`config.mk`:
```
export PLATFORM = sky130hd
export DESIGN_NAME = acc_pipe_core
export DESIGN_NICKNAME = d
export VERILOG_FILES = /design/src/rtl/acc_pipe_pkg.sv /design/src/rtl/acc_pipe_rst_sync.sv /design/src/rtl/acc_pipe_prog.sv /design/src/rtl/acc_pipe_hazard.sv /design/src/rtl/acc_pipe_exec.sv /design/src/rtl/acc_pipe_core.sv
export SDC_FILE = /design/constraint.sdc
export NUM_CORES = 1
export LEC_CHECK = 0
export BUFFER_PORTS_ARGS = -buffer_cell sky130_fd_sc_hd__buf_2
export CORE_ASPECT_RATIO = 2
export CORE_UTILIZATION = 30
export CTS_CLUSTER_DIAMETER = 50
export CTS_CLUSTER_SIZE = 40
export DETAILED_ROUTE_END_ITERATION = 10
export GPL_ROUTABILITY_DRIVEN = 0
export GPL_TIMING_DRIVEN = 0
export PLACE_DENSITY_LB_ADDON = 0.12
export SYNTH_ARGS = -nofsm -noshare
export SYNTH_HDL_FRONTEND = slang
export SYNTH_SLANG_ARGS = --single-unit
```
`constraint.sdc`:
```
create_clock -name clk -period 2.9 [get_ports clk]
set_input_delay 0.58 -clock clk [delete_from_list [all_inputs] [get_ports clk]]
set_output_delay 0.58 -clock clk [all_outputs]
set_load 0.03 [all_outputs]
```
`src/rtl/acc_pipe_pkg.sv`:
```
package acc_pipe_pkg;
  localparam int OP_W = 3;

  typedef enum logic [OP_W-1:0] {
    OP_NOP = 3'd0,
    OP_LDI = 3'd1,
    OP_ADD = 3'd2,
    OP_SUB = 3'd3,
    OP_STA = 3'd4,
    OP_JZ  = 3'd5,
    OP_SKZ = 3'd6,
    OP_LDR = 3'd7
  } op_e;

  function automatic logic op_reads_reg(op_e op);
    return (op == OP_ADD) || (op == OP_SUB) || (op == OP_LDR);
  endfunction

  function automatic logic op_writes_acc(op_e op);
    return (op == OP_LDI) || (op == OP_ADD) || (op == OP_SUB) || (op == OP_LDR);
  endfunction
endpackage

```
`src/rtl/acc_pipe_rst_sync.sv`:
```
module acc_pipe_rst_sync #(
  parameter int STAGES = 2
) (
  input  logic clk,
  input  logic rst_n,
  output logic rst_n_sync
);
  logic [STAGES-1:0] chain_q;

  always_ff @(posedge clk or negedge rst_n) begin
    if (!rst_n) chain_q <= '0;
    else        chain_q <= {chain_q[STAGES-2:0], 1'b1};
  end

  assign rst_n_sync = chain_q[STAGES-1];
endmodule

```
`src/rtl/acc_pipe_prog.sv`:
```
module acc_pipe_prog #(
  parameter int DEPTH   = 16,
  parameter int INSTR_W = 13,
  parameter int ADDR_W  = $clog2(DEPTH)
) (
  input  logic               clk,
  input  logic               we,
  input  logic [ADDR_W-1:0]  waddr,
  input  logic [INSTR_W-1:0] wdata,
  input  logic [ADDR_W-1:0]  raddr,
  output logic [INSTR_W-1:0] rdata
);
  logic [INSTR_W-1:0] mem [DEPTH];

  always_ff @(posedge clk) begin
    if (we) mem[waddr] <= wdata;
  end

  assign rdata = mem[raddr];
endmodule

```
`src/rtl/acc_pipe_hazard.sv`:
```
module acc_pipe_hazard
  import acc_pipe_pkg::*;
#(
  parameter int DATA_W = 8,
  parameter int NREG   = 4,
  parameter int REG_W  = $clog2(NREG)
) (
  input  logic                   rd_vld,
  input  op_e                    rd_op,
  input  logic [REG_W-1:0]       rd_ridx,
  input  logic                   ex_vld,
  input  op_e                    ex_op,
  input  logic [REG_W-1:0]       ex_ridx,
  input  logic [DATA_W-1:0]      ex_acc_res,
  input  logic                   wb_vld,
  input  logic                   wb_acc_we,
  input  logic [DATA_W-1:0]      wb_acc,
  input  logic                   wb_reg_we,
  input  logic [REG_W-1:0]       wb_ridx,
  input  logic [DATA_W-1:0]      wb_reg,
  input  logic [DATA_W-1:0]      arch_acc,
  input  logic [NREG*DATA_W-1:0] arch_regs,
  output logic [DATA_W-1:0]      acc_opnd,
  output logic [DATA_W-1:0]      reg_opnd,
  output logic                   stall
);
  logic ex_acc_hit, wb_acc_hit, wb_reg_hit;

  always_comb begin
    ex_acc_hit = ex_vld && op_writes_acc(ex_op);
    wb_acc_hit = wb_vld && wb_acc_we;
    wb_reg_hit = wb_vld && wb_reg_we && (wb_ridx == rd_ridx);
    // youngest producer first
    if (ex_acc_hit)      acc_opnd = ex_acc_res;
    else if (wb_acc_hit) acc_opnd = wb_acc;
    else                 acc_opnd = arch_acc;
    reg_opnd = wb_reg_hit ? wb_reg : arch_regs[rd_ridx*DATA_W +: DATA_W];
    // a store still in execute is not forwarded to a register read
    stall = rd_vld && op_reads_reg(rd_op) && ex_vld && (ex_op == OP_STA) && (ex_ridx == rd_ridx);
  end
endmodule

```
`src/rtl/acc_pipe_exec.sv`:
```
module acc_pipe_exec
  import acc_pipe_pkg::*;
#(
  parameter int DATA_W = 8,
  parameter int PC_W   = 4
) (
  input  logic              vld,
  input  op_e               op,
  input  logic [DATA_W-1:0] imm,
  input  logic [DATA_W-1:0] acc_in,
  input  logic [DATA_W-1:0] reg_in,
  output logic [DATA_W-1:0] acc_res,
  output logic              acc_we,
  output logic              reg_we,
  output logic              jump,
  output logic              skip,
  output logic [PC_W-1:0]   target
);
  logic acc_zero;

  always_comb begin
    unique case (op)
      OP_LDI:  acc_res = imm;
      OP_ADD:  acc_res = acc_in + reg_in;
      OP_SUB:  acc_res = acc_in - reg_in;
      OP_LDR:  acc_res = reg_in;
      default: acc_res = acc_in;
    endcase
    acc_zero = (acc_in == '0);
    acc_we   = op_writes_acc(op);
    reg_we   = (op == OP_STA);
    jump     = vld && (op == OP_JZ)  && acc_zero;
    skip     = vld && (op == OP_SKZ) && acc_zero;
    target   = imm[PC_W-1:0];
  end
endmodule

```
`src/rtl/acc_pipe_core.sv`:
```
module acc_pipe_core
  import acc_pipe_pkg::*;
#(
  parameter int  DATA_W     = 8,
  parameter int  PROG_DEPTH = 16,
  parameter int  NREG       = 4,
  localparam int PC_W       = $clog2(PROG_DEPTH),
  localparam int REG_W      = $clog2(NREG),
  localparam int INSTR_W    = OP_W + REG_W + DATA_W
) (
  input  logic                   clk,
  input  logic                   rst_n,
  input  logic                   adv_en,
  input  logic                   ld_we,
  input  logic [PC_W-1:0]        ld_addr,
  input  logic [INSTR_W-1:0]     ld_data,
  output logic [PC_W-1:0]        dbg_pc,
  output logic [DATA_W-1:0]      dbg_acc,
  output logic [NREG*DATA_W-1:0] dbg_regs,
  output logic                   dbg_retire
);
  logic rst_ni;

  // architectural state
  logic [PC_W-1:0]        pc_q, pc_d;
  logic [DATA_W-1:0]      acc_q, acc_d;
  logic [NREG*DATA_W-1:0] regs_q, regs_d;
  // fetch -> operand read
  logic                   f_vld_q, f_vld_d;
  logic [INSTR_W-1:0]     f_ins_q, f_ins_d;
  // operand read -> execute
  logic                   o_vld_q, o_vld_d;
  op_e                    o_op_q, o_op_d;
  logic [REG_W-1:0]       o_ridx_q, o_ridx_d;
  logic [DATA_W-1:0]      o_imm_q, o_imm_d, o_acc_q, o_acc_d, o_reg_q, o_reg_d;
  // execute -> write-back
  logic                   w_vld_q, w_vld_d, w_acc_we_q, w_acc_we_d, w_reg_we_q, w_reg_we_d;
  logic [DATA_W-1:0]      w_acc_q, w_acc_d, w_reg_q, w_reg_d;
  logic [REG_W-1:0]       w_ridx_q, w_ridx_d;

  logic [INSTR_W-1:0]     prog_rd;
  op_e                    f_op;
  logic [REG_W-1:0]       f_ridx;
  logic [DATA_W-1:0]      fw_acc, fw_reg, x_acc;
  logic                   stall, x_acc_we, x_reg_we, x_jump, x_skip;
  logic [PC_W-1:0]        x_target;

  acc_pipe_rst_sync #(.STAGES(2)) u_rst (.clk(clk), .rst_n(rst_n), .rst_n_sync(rst_ni));

  acc_pipe_prog #(.DEPTH(PROG_DEPTH), .INSTR_W(INSTR_W), .ADDR_W(PC_W)) u_prog (
    .clk(clk), .we(ld_we), .waddr(ld_addr), .wdata(ld_data), .raddr(pc_q), .rdata(prog_rd)
  );

  assign f_op   = op_e'(f_ins_q[INSTR_W-1 -: OP_W]);
  assign f_ridx = f_ins_q[DATA_W +: REG_W];

  acc_pipe_hazard #(.DATA_W(DATA_W), .NREG(NREG), .REG_W(REG_W)) u_haz (
    .rd_vld(f_vld_q), .rd_op(f_op), .rd_ridx(f_ridx),
    .ex_vld(o_vld_q), .ex_op(o_op_q), .ex_ridx(o_ridx_q), .ex_acc_res(x_acc),
    .wb_vld(w_vld_q), .wb_acc_we(w_acc_we_q), .wb_acc(w_acc_q),
    .wb_reg_we(w_reg_we_q), .wb_ridx(w_ridx_q), .wb_reg(w_reg_q),
    .arch_acc(acc_q), .arch_regs(regs_q),
    .acc_opnd(fw_acc), .reg_opnd(fw_reg), .stall(stall)
  );

  acc_pipe_exec #(.DATA_W(DATA_W), .PC_W(PC_W)) u_exec (
    .vld(o_vld_q), .op(o_op_q), .imm(o_imm_q), .acc_in(o_acc_q), .reg_in(o_reg_q),
    .acc_res(x_acc), .acc_we(x_acc_we), .reg_we(x_reg_we),
    .jump(x_jump), .skip(x_skip), .target(x_target)
  );

  always_comb begin
    pc_d = pc_q;  acc_d = acc_q;  regs_d = regs_q;
    f_vld_d = f_vld_q;  f_ins_d = f_ins_q;
    o_vld_d = o_vld_q;  o_op_d = o_op_q;  o_ridx_d = o_ridx_q;
    o_imm_d = o_imm_q;  o_acc_d = o_acc_q;  o_reg_d = o_reg_q;
    w_vld_d = w_vld_q;  w_acc_we_d = w_acc_we_q;  w_acc_d = w_acc_q;
    w_reg_we_d = w_reg_we_q;  w_ridx_d = w_ridx_q;  w_reg_d = w_reg_q;
    if (adv_en) begin
      // write-back: the only place architectural state changes
      if (w_vld_q && w_acc_we_q) acc_d = w_acc_q;
      if (w_vld_q && w_reg_we_q) regs_d[w_ridx_q*DATA_W +: DATA_W] = w_reg_q;
      // execute -> write-back
      w_vld_d = o_vld_q;  w_acc_we_d = x_acc_we;  w_acc_d = x_acc;
      w_reg_we_d = x_reg_we;  w_ridx_d = o_ridx_q;  w_reg_d = o_acc_q;
      // operand read -> execute
      if (stall) begin
        o_vld_d = 1'b0;
      end else begin
        o_vld_d  = f_vld_q && !x_jump && !x_skip;
        o_op_d   = f_op;
        o_ridx_d = f_ridx;
        o_imm_d  = f_ins_q[DATA_W-1:0];
        o_acc_d  = fw_acc;
        o_reg_d  = fw_reg;
      end
      // fetch
      if (x_jump) begin
        f_vld_d = 1'b0;
        pc_d    = x_target;
      end else if (!stall) begin
        f_vld_d = 1'b1;
        f_ins_d = prog_rd;
        pc_d    = pc_q + 1'b1;
      end
    end
  end

  always_ff @(posedge clk or negedge rst_ni) begin
    if (!rst_ni) begin
      pc_q    <= '0;
      acc_q   <= '0;
      regs_q  <= '0;
      f_vld_q <= 1'b0;
      o_vld_q <= 1'b0;
      w_vld_q <= 1'b0;
    end else begin
      pc_q    <= pc_d;
      acc_q   <= acc_d;
      regs_q  <= regs_d;
      f_vld_q <= f_vld_d;
      o_vld_q <= o_vld_d;
      w_vld_q <= w_vld_d;
    end
  end

  always_ff @(posedge clk) begin
    f_ins_q    <= f_ins_d;
    o_op_q     <= o_op_d;
    o_ridx_q   <= o_ridx_d;
    o_imm_q    <= o_imm_d;
    o_acc_q    <= o_acc_d;
    o_reg_q    <= o_reg_d;
    w_acc_we_q <= w_acc_we_d;
    w_acc_q    <= w_acc_d;
    w_reg_we_q <= w_reg_we_d;
    w_ridx_q   <= w_ridx_d;
    w_reg_q    <= w_reg_d;
  end

  assign dbg_pc     = pc_q;
  assign dbg_acc    = acc_q;
  assign dbg_regs   = regs_q;
  assign dbg_retire = w_vld_q && adv_en;
endmodule

```
==> reports/metrics.cfg <==
[global_routing]
grt_max_degree = 32
grt_overflow = 0
grt_pass1_wl_mm = 54.25
track_usage_pct = 16.65
grt_pass1_vias = 8383
grt_antenna_before_repair = 1

[layout]
n_fill_cell = 4208
antenna_cells = 0
nNetsFinal = 1018
multi_input_area_sq_mm = 0.003869
final_common_cell = edfxtp_1
final_cell_mix = 270 x edfxtp_1, 106 x nand2_1, 77 x buf_2, 64 x o21ai_0, 48 x dfrtp_1
seqCellArea_sq_mm = 0.009335
fin_area_sq_mm = 0.01572
area_growth_pct = 18.15
fin_cells = 1552
fin_util_pct = 36.13
drive_gt1_share_pct = 25.25

[floorplan]
design.portCount = 66
die_w_microns = 150.9
dieArea_sq_mm = 0.04525
die_y_microns = 299.8
start_util_pct = 30.58
rows = 108
core_area_sq_mm = 0.04351

[setup_path]
r2r_cells = 11
cp.arrival_ns = 3.22
worstPathRequired_ns = 3.24
startpoint_type = register
crit_fanout = 7
end_kind = register
crit_type = reg -> reg

[job]
drv_cap = 0

[power]
powerDensity_mw_per_mm2 = 927.7
power_mw = 14.58
leakage_nw = 5.578
peakVddDrop_uv = 498.9

[clock_network]
path_clk_slew_ns = 0.08
ctsLongestPathBuffers = 3
cts_tree = yes
cts-buffers-inserted = 26
clkLatencyLatePin_ns = 0.60
clock-sinks = 319
htreeDepth = 1
cts_root_buf = clkbuf_16

[logic_synthesis]
synth_seq_cells = 319
syn_area_sq_mm = 0.01331
synth.avg_cell_area_sq_um = 15.45
syn_inst = 861
synth-seq-area-share_pct = 70.15
syn_nets = 897
yosysWarnings = 0
ys_types = 59
synth_top_flop_cell = edfxtp_1
synth-edff-count = 270
synthArstFlopShare_pct = 15.36

[routing]
ant_nets = 0
routedWlPerCell_microns = 23.41
dr.pass1.iters = 6
wl_mm = 36.34
route.detailed.drc = 0
drt_iter0_drc = 269
vias_per_cell = 4.918
num_vias = 7633

[place]
post-place-ws_ns = -0.8516
io_buffers = 65
place_area_sq_mm = 0.01449
dp.cells = 1485
hpwl_mm = 26.97

[timing]
postLayoutSetupSlackWorst_ns = 0.01981
min_period_ns = 2.880
timing.slew.headroom_pct = 9.881
rsz0062_at_grt = yes
min_period_over_period_pct = 99.32
clock_skew_ns = 0.02803
worst_slew_pin_slew_ns = 1.347
setup_viol_count_final = 0
hold_violations = 0
maxSlewViolCount = 0
max_freq_mhz = 347.2

[worst_hold_path]
hold_class = reg -> async

[run_status]
status = complete, no violations

## layout make-up
class,count,area share [%]
Timing Repair Buffer,93,3.868
Clock buffer,26,4.139
Timing Repair inverter,1,0.04776
Tap cell,550,4.378
Buffer,35,1.027
Sequential cell,319,59.38
Multi-Input combinational cell,487,24.61
Inverter,19,0.4776
Clock inverter,22,2.069
## repair_timing
item | 4_1_cts | 5_1_grt
gates resized for setup | 15 | 5
endpoints found under the setup margin | 38 | 5
endpoints found under the hold margin | 2 | 0
pin swaps | 1 | 2
buffers inserted | 7 | 11
cloned | 1 | 0
hold buffers | 1 | 0
## synth_stat cells (all sizes together) (2+ instances only)
library cell / n / share of area (%)
o22ai: 8 / 0.38
a21oi: 29 / 1.1
nand3b: 2 / 0.11
o31ai: 2 / 0.11
a211oi: 4 / 0.23
and2: 3 / 0.14
nand4: 2 / 0.094
or4: 2 / 0.11
o21a: 3 / 0.17
nor4: 2 / 0.21
mux2: 30 / 2.5
nor2: 34 / 0.96
clkbuf: 21 / 0.59
edfxtp: 270 / 61
a221oi: 14 / 0.92
ha: 14 / 1.3
buf: 15 / 0.57
nand2b: 5 / 0.24
and3: 4 / 0.19
a31oi: 3 / 0.14
nand2: 106 / 3.0
a22oi: 13 / 0.73
inv: 19 / 0.54
o22a: 3 / 0.20
xor2: 5 / 0.33
o21ai: 66 / 2.5
nand3: 4 / 0.15
nor2b: 2 / 0.094
dfrtp: 49 / 9.2
xnor2: 8 / 0.53
mux4: 34 / 5.8
nor3b: 5 / 0.28
mux2i: 46 / 3.5
a32oi: 5 / 0.33
nor3: 11 / 0.45
## critical path: stages (launching register included)
cell	delay, ns
edfxtp_1	0.38
buf_6	0.14
and3b_1	0.21
buf_6	0.13
mux2i_4	0.26
ha_1	0.26
nor2b_4	0.13
o31ai_2	0.25
buf_4	0.17
a32oi_4	0.12
or4_1	0.41
and3_4	0.16
## cell families (layout without fill, tap and decap cells)
group | count (synthesis) | in the layout | share of synthesized area (%)
multiplexers | 110 | 110 | 11.75
adder cells (fa/ha/maj) | 15 | 15 | 1.467
flip-flops | 319 | 319 | 70.15
XOR/XNOR | 13 | 13 | 0.8558
other | 1 | 1 | 0.02818
AO/OA/AOI/OAI | 160 | 160 | 7.608
buffers and inverters | 55 | 196 | 1.702
AND/OR/NAND/NOR | 188 | 188 | 6.432
## state kept, by name, indices dropped and copies added, names as in the netlist, 2 cells and up
register and cells:
dbg_pc 4, u_prog.mem 208, u_rst.chain_q 2, f_ins_q 13, w_acc_q 8, w_reg_q 8, o_reg_q 8, dbg_regs 32
o_imm_q 8, o_op_q 3, o_ridx_q 2, w_ridx_q 2, dbg_acc 8, o_acc_q 8
## where the power goes
group | total, mW | switching (mW) | internal [mW] | leakage [nW]
Combinational | 4.37 | 2.68 | 1.69 | 2.00
Sequential | 6.28 | 0.563 | 5.72 | 3.12
Clock | 3.94 | 2.09 | 1.85 | 0.461
Total | 14.6 | 5.33 | 9.26 | 5.58
## through the flow
stage,hold slack (ns),TNS [ns]
3_5_place_dp,0.2205,-31.81
3_3_place_gp,0.3370,-55.59
2_1_floorplan,0.2844,0
5_1_grt,0.2244,-0.07444
6_report,0.2029,0
4_1_cts,0.2160,0
## path summary, 6_finish.rpt
path	start	endpoint	slack, ns
min in group clk	u_rst.chain_q[0]$_DFF_PN0_	u_rst.chain_q[1]$_DFF_PN0_	0.35
max in group asynchronous	u_rst.chain_q[1]$_DFF_PN0_	dbg_pc[1]$_DFFE_PN0P_	2.12
min reg2reg	u_rst.chain_q[1]$_DFF_PN0_	dbg_regs[10]$_DFFE_PN0P_	0.20
max	o_op_q[2]$_DFFE_PP_	o_acc_q[7]$_DFFE_PP_	0.02
min	u_rst.chain_q[1]$_DFF_PN0_	dbg_regs[10]$_DFFE_PN0P_	0.20
max reg2reg	o_op_q[2]$_DFFE_PP_	o_acc_q[7]$_DFFE_PP_	0.02
## routing by layer
metal,GRT usage (%),vias up,wire (microns)
li1,-,3566,-
met1,15.39,3837,11560
met2,34.94,148,22350
met3,1.624,82,932
met4,6.929,0,1500
met5,0,-,0
No activity file was read; power rests on OpenSTA's default activity.
